==> config.mk <==
export PLATFORM = sky130hd
export DESIGN_NAME = tmon_canary
export DESIGN_NICKNAME = d
export VERILOG_FILES = /design/src/rtl/tmon_pkg.sv /design/src/rtl/tmon_launch.sv /design/src/rtl/tmon_chain.sv /design/src/rtl/tmon_capture.sv /design/src/rtl/tmon_check.sv /design/src/rtl/tmon_canary.sv
export SDC_FILE = /design/constraint.sdc
export NUM_CORES = 1
export LEC_CHECK = 0
export ABC_AREA = 1
export BUFFER_PORTS_ARGS = -buffer_cell sky130_fd_sc_hd__buf_2
export CAP_MARGIN = 20
export CORE_AREA = 2 2 39 41
export CTS_CLUSTER_DIAMETER = 80
export DETAILED_ROUTE_END_ITERATION = 8
export DIE_AREA = 0 0 41 43
export PLACE_DENSITY = 0.3
export SETUP_SLACK_MARGIN = 0.5
export SYNTH_ARGS = -nofsm -noshare
export SYNTH_HDL_FRONTEND = slang
export SYNTH_HIERARCHICAL = 1
export SYNTH_SLANG_ARGS = --single-unit
==> constraint.sdc <==
create_clock -name clk_i -period 1.95 [get_ports clk_i]
set_input_delay 0.2925 -clock clk_i [delete_from_list [all_inputs] [get_ports clk_i]]
set_output_delay 0.2925 -clock clk_i [all_outputs]
set_load 0.005 [all_outputs]
==> src/rtl/tmon_pkg.sv <==
package tmon_pkg;
  function automatic logic chain_inverts(input int unsigned stages);
    return logic'(stages % 2);
  endfunction
endpackage

==> src/rtl/tmon_launch.sv <==
module tmon_launch (
  input  logic clk_i,
  input  logic rst_ni,
  input  logic en_i,
  output logic q_o
);
  logic q_d, q_q;

  always_comb begin
    q_d = ~q_q;
  end

  always_ff @(posedge clk_i or negedge rst_ni) begin
    if (!rst_ni)   q_q <= 1'b0;
    else if (en_i) q_q <= q_d;
  end

  assign q_o = q_q;
endmodule

==> src/rtl/tmon_chain.sv <==
module tmon_chain #(
  parameter int unsigned NUM_STAGES = 7
) (
  input  logic a_i,
  output logic y_o
);
  logic [NUM_STAGES:0] node;

  assign node[0] = a_i;
  for (genvar g = 0; g < NUM_STAGES; g++) begin : g_stage
    assign node[g+1] = ~node[g];
  end
  assign y_o = node[NUM_STAGES];
endmodule

==> src/rtl/tmon_capture.sv <==
module tmon_capture (
  input  logic clk_i,
  input  logic rst_ni,
  input  logic en_i,
  input  logic d_i,
  input  logic flip_i,
  output logic q_o
);
  logic q_d, q_q;

  always_comb begin
    q_d = d_i ^ flip_i;
  end

  always_ff @(posedge clk_i or negedge rst_ni) begin
    if (!rst_ni)   q_q <= 1'b0;
    else if (en_i) q_q <= q_d;
  end

  assign q_o = q_q;
endmodule

==> src/rtl/tmon_check.sv <==
module tmon_check #(
  parameter int unsigned NUM_STAGES = 7,
  parameter int unsigned SETTLE_CYC = 2
) (
  input  logic clk_i,
  input  logic rst_ni,
  input  logic launch_i,
  input  logic capt_i,
  output logic err_o
);
  import tmon_pkg::*;

  localparam logic        INV   = chain_inverts(NUM_STAGES);
  localparam int unsigned CNT_W = $clog2(SETTLE_CYC + 1);
  localparam logic [CNT_W-1:0] CNT_MAX = CNT_W'(SETTLE_CYC);

  logic [CNT_W-1:0] cnt_d, cnt_q;
  logic             cnt_en;
  logic             armed, expect_bit, mismatch;
  logic             err_d, err_q;

  always_comb begin
    armed      = (cnt_q == CNT_MAX);
    cnt_en     = !armed;
    cnt_d      = cnt_q + 1'b1;
    // launch has already flipped since the captured bit left it
    expect_bit = ~launch_i ^ INV;
    mismatch   = (capt_i != expect_bit);
    err_d      = err_q | (armed & mismatch);
  end

  always_ff @(posedge clk_i or negedge rst_ni) begin
    if (!rst_ni)     cnt_q <= '0;
    else if (cnt_en) cnt_q <= cnt_d;
  end

  always_ff @(posedge clk_i or negedge rst_ni) begin
    if (!rst_ni) err_q <= 1'b0;
    else         err_q <= err_d;
  end

  assign err_o = err_q;
endmodule

==> src/rtl/tmon_canary.sv <==
module tmon_canary #(
  parameter int unsigned NUM_STAGES = 7,
  parameter int unsigned SETTLE_CYC = 2
) (
  input  logic clk_i,
  input  logic rst_ni,
  input  logic fault_inj_i,
  output logic err_o
);
  logic launch_q;
  logic chain_out;
  logic capt_q;

  tmon_launch u_launch (
    .clk_i  (clk_i),
    .rst_ni (rst_ni),
    .en_i   (1'b1),
    .q_o    (launch_q)
  );

  tmon_chain #(.NUM_STAGES(NUM_STAGES)) u_chain (
    .a_i (launch_q),
    .y_o (chain_out)
  );

  tmon_capture u_capture (
    .clk_i  (clk_i),
    .rst_ni (rst_ni),
    .en_i   (1'b1),
    .d_i    (chain_out),
    .flip_i (fault_inj_i),
    .q_o    (capt_q)
  );

  tmon_check #(.NUM_STAGES(NUM_STAGES), .SETTLE_CYC(SETTLE_CYC)) u_check (
    .clk_i    (clk_i),
    .rst_ni   (rst_ni),
    .launch_i (launch_q),
    .capt_i   (capt_q),
    .err_o    (err_o)
  );
endmodule

==> results.tsv <==
stage	metric	value	unit
yosys	Ys Warns	6	
cts	CTS buffer count	3	
worst_setup_path	Critical path buffers and inverters	1	
floorplan	Total Die Area	1760	µm²
routing	routed wire length	394	µm
worst_setup_path	WP data arrival	0.73	ns
sta	min cycle time layout	1.02	ns
sta	Slew Viols, Final	0	
cts	post-cts resize count	0	
status	outcome	complete, no violations	
routing	via count	192	
yosys	Unique masters post-synth	8	
cts	htree depth	1	
yosys	syn avg cell area	7.62	µm²
global_route	global-route wire length before repair	759	µm
worst_setup_path	Worst R2R Setup Slack	1.05	ns
power	LEAKAGE	0.207	nW
worst_setup_path	Worst setup EP type	primary output	
power	switching fraction of total power	24.5	%
worst_setup_path	Startpoint Class	register	
routing	routed wl met3	31	µm
yosys	synthesized area	244	µm²
power	Power Density	809	nW/µm²
routing	Met2 Wirelength	184	µm
global_route	initial antenna violation count	0	
global_route	Congestion Overflow GR	0	
final_layout	layout cells sized above 1	14.0	%
cts	clock slew at reported path FFs	0.04	ns
final_layout	final net count	48	
yosys	Synth Instances	32	
sta	Worst Skew	0.000811	ns
routing	Antenna Nets Post-Route	0	
sta	RSZ-0062 raised after global routing	no	
power	Comb pwr share	10.4	%
final_layout	filler cell count	161	
routing	via/cell ratio	3.25	
final_layout	Multi-input gate area	92.6	µm²
final_layout	most frequent cells in the layout	nand2_1 (11), inv_1 (10), dfrtp_1 (5)	
sta	Hold WS	0.327	ns
final_layout	register area	125	µm²
worst_setup_path	Crit path max-delay family	flip-flops	
power	Switch Pwr	0.0647	mW
yosys	register area share after synthesis	51.3	%
worst_setup_path	Worst setup endpoint	err_o	
routing	WL/cell	6.68	µm
floorplan	initial core utilization	17.6	%
yosys	#FFs+latches synth	5	
worst_setup_path	R2R cell count	3	
final_layout	P&R area growth vs syn	33.8	%
worst_setup_path	worst r2r dst	u_check/cnt_q[1]	
floorplan	core area	1380	µm²
routing	drt first pass iters	1	
global_route	gr usage total	6.86	%
cts	clk_lat worst skew	0.24	ns
floorplan	Die Span X	41	µm
min_path	Hold WC Path Type	input pin to register	
routing	top routing layer used	met4	
routing	Metal-1 WL	167	µm
global_route	vias in the first global route	224	
placement	# port buffers	3	
final_layout	# diodes	0	
floorplan	die height	43	µm
sta	Max Clk Rate	0.978	GHz
floorplan	cell row count	14	
worst_setup_path	Req. time, crit path	1.66	ns
cts	CTS Hold Bufs	1	
cts	Max Root-Sink Buffers	2	
power	Int Pwr	0.200	mW
cts	# clock sinks	5	
sta	final hold vios	0	
flow_run	max_cap viols	0	
worst_setup_path	slowest stage delay, CP	0.36	ns
worst_setup_path	Worst Setup SP	u_check/err_o	
routing	DRC errors left	0	
worst_setup_path	CP Depth	1	
floorplan	boundary pin count	4	
cts	CTS tree	yes	
power	clock group share of total power	45.7	%
worst_setup_path	Critical Path Slowest Stage Cell	dfrtp_1	
sta	final setup fails	0	
cts	clk root buf	clkbuf_4	
placement	Final Wtd Congestion	0.657	
worst_setup_path	crit-path cells	buf_2	
sta	Sum Neg Setup Slack	0	ns
power	sequential share of power	43.9	%
global_route	largest net degree at the start of global routing	6	
power	maximum VDD drop	238	µV
final_layout	most common cell after layout, fill and taps aside	nand2_1	
cts	post-CTS setup buffer count	0	
worst_setup_path	WS Path Type	register to primary output	
routing	initial DRC count	0	
worst_setup_path	worst r2r src	u_check/cnt_q[0]	
worst_setup_path	CP Max Fanout	2	
sta	crit share post-route	52.4	%
==> state kept, by name, summed over array words and instances, names as in the netlist <==
register and flops:
u_check/cnt_q 2, u_capture/q_o 1, u_check/err_o 1, u_launch/q_o 1
==> Yosys cell counts (all sizes together) <==
master / n / share of area (%)
inv: 10 / 15
conb: 1 / 1.5
nand3: 2 / 4.1
nand2: 11 / 17
xnor2: 1 / 3.6
ha: 1 / 5.1
dfrtp: 5 / 51
o21ai: 1 / 2.0
==> cell families (layout without fill, tap and decap cells) <==
group | Yosys count | in the layout | synth area share, %
adder cells (fa/ha/maj) | 1 | 1 | 5.13
AND/OR/NAND/NOR | 13 | 13 | 21.0
buffers and inverters | 10 | 18 | 15.4
other | 1 | 4 | 1.54
flip-flops | 5 | 5 | 51.3
AO/OA/AOI/OAI | 1 | 1 | 2.05
XOR/XNOR | 1 | 1 | 3.59
==> power by group through the flow <==
stage	logic [mW]	clock network, mW	registers, mW
2_1_floorplan	0.0193	0	0.117
3_5_place_dp	0.0264	0	0.118
3_3_place_gp	0.0255	0	0.118
6_report	0.0275	0.121	0.116
4_1_cts	0.0282	0.128	0.116
5_1_grt	0.0328	0.134	0.117
==> layer usage <==
layer / vias up / global-route usage (%)
li1: 106 / -
met1: 80 / 6.54
met2: 4 / 9.38
met3: 2 / 3.14
met4: 0 / 8.00
met5: - / 0
==> area by class of cell <==
type / count / share of cell area [%]
repair buffers: 4 / 7.66
inverters: 10 / 11.5
multi-input cells: 20 / 28.4
flip-flops and latches: 5 / 38.3
well taps: 16 / 6.13
clock buffers: 4 / 8.05
==> through the flow <==
stage	total power, mW	instance area [µm²]	setup slack (ns)	utilization [%]	cells
floorplan	0.136	255	1.10	-	35
global placement	0.144	290	1.07	21.0	54
detailed placement	0.144	290	1.06	21.0	54
CTS	0.273	327	0.910	23.6	59
global route	0.284	327	0.890	23.6	59
finish	0.264	327	0.928	23.6	59
==> worst min path at each step <==
stage | start | endpoint | slack [ns] | cells past startpoint
3_5_place_dp | rst_ni | u_check/err_o | 0.12 | 1
5_1_grt | fault_inj_i | u_capture/q_o | 0.34 | 4
4_1_cts | fault_inj_i | u_capture/q_o | 0.32 | 4
6_report | fault_inj_i | u_capture/q_o | 0.33 | 4
2_1_floorplan | rst_ni | u_capture/q_o | -0.003 | 0
3_3_place_gp | rst_ni | u_check/err_o | 0.11 | 1
Note: power is estimated with default switching activity, not from simulation.
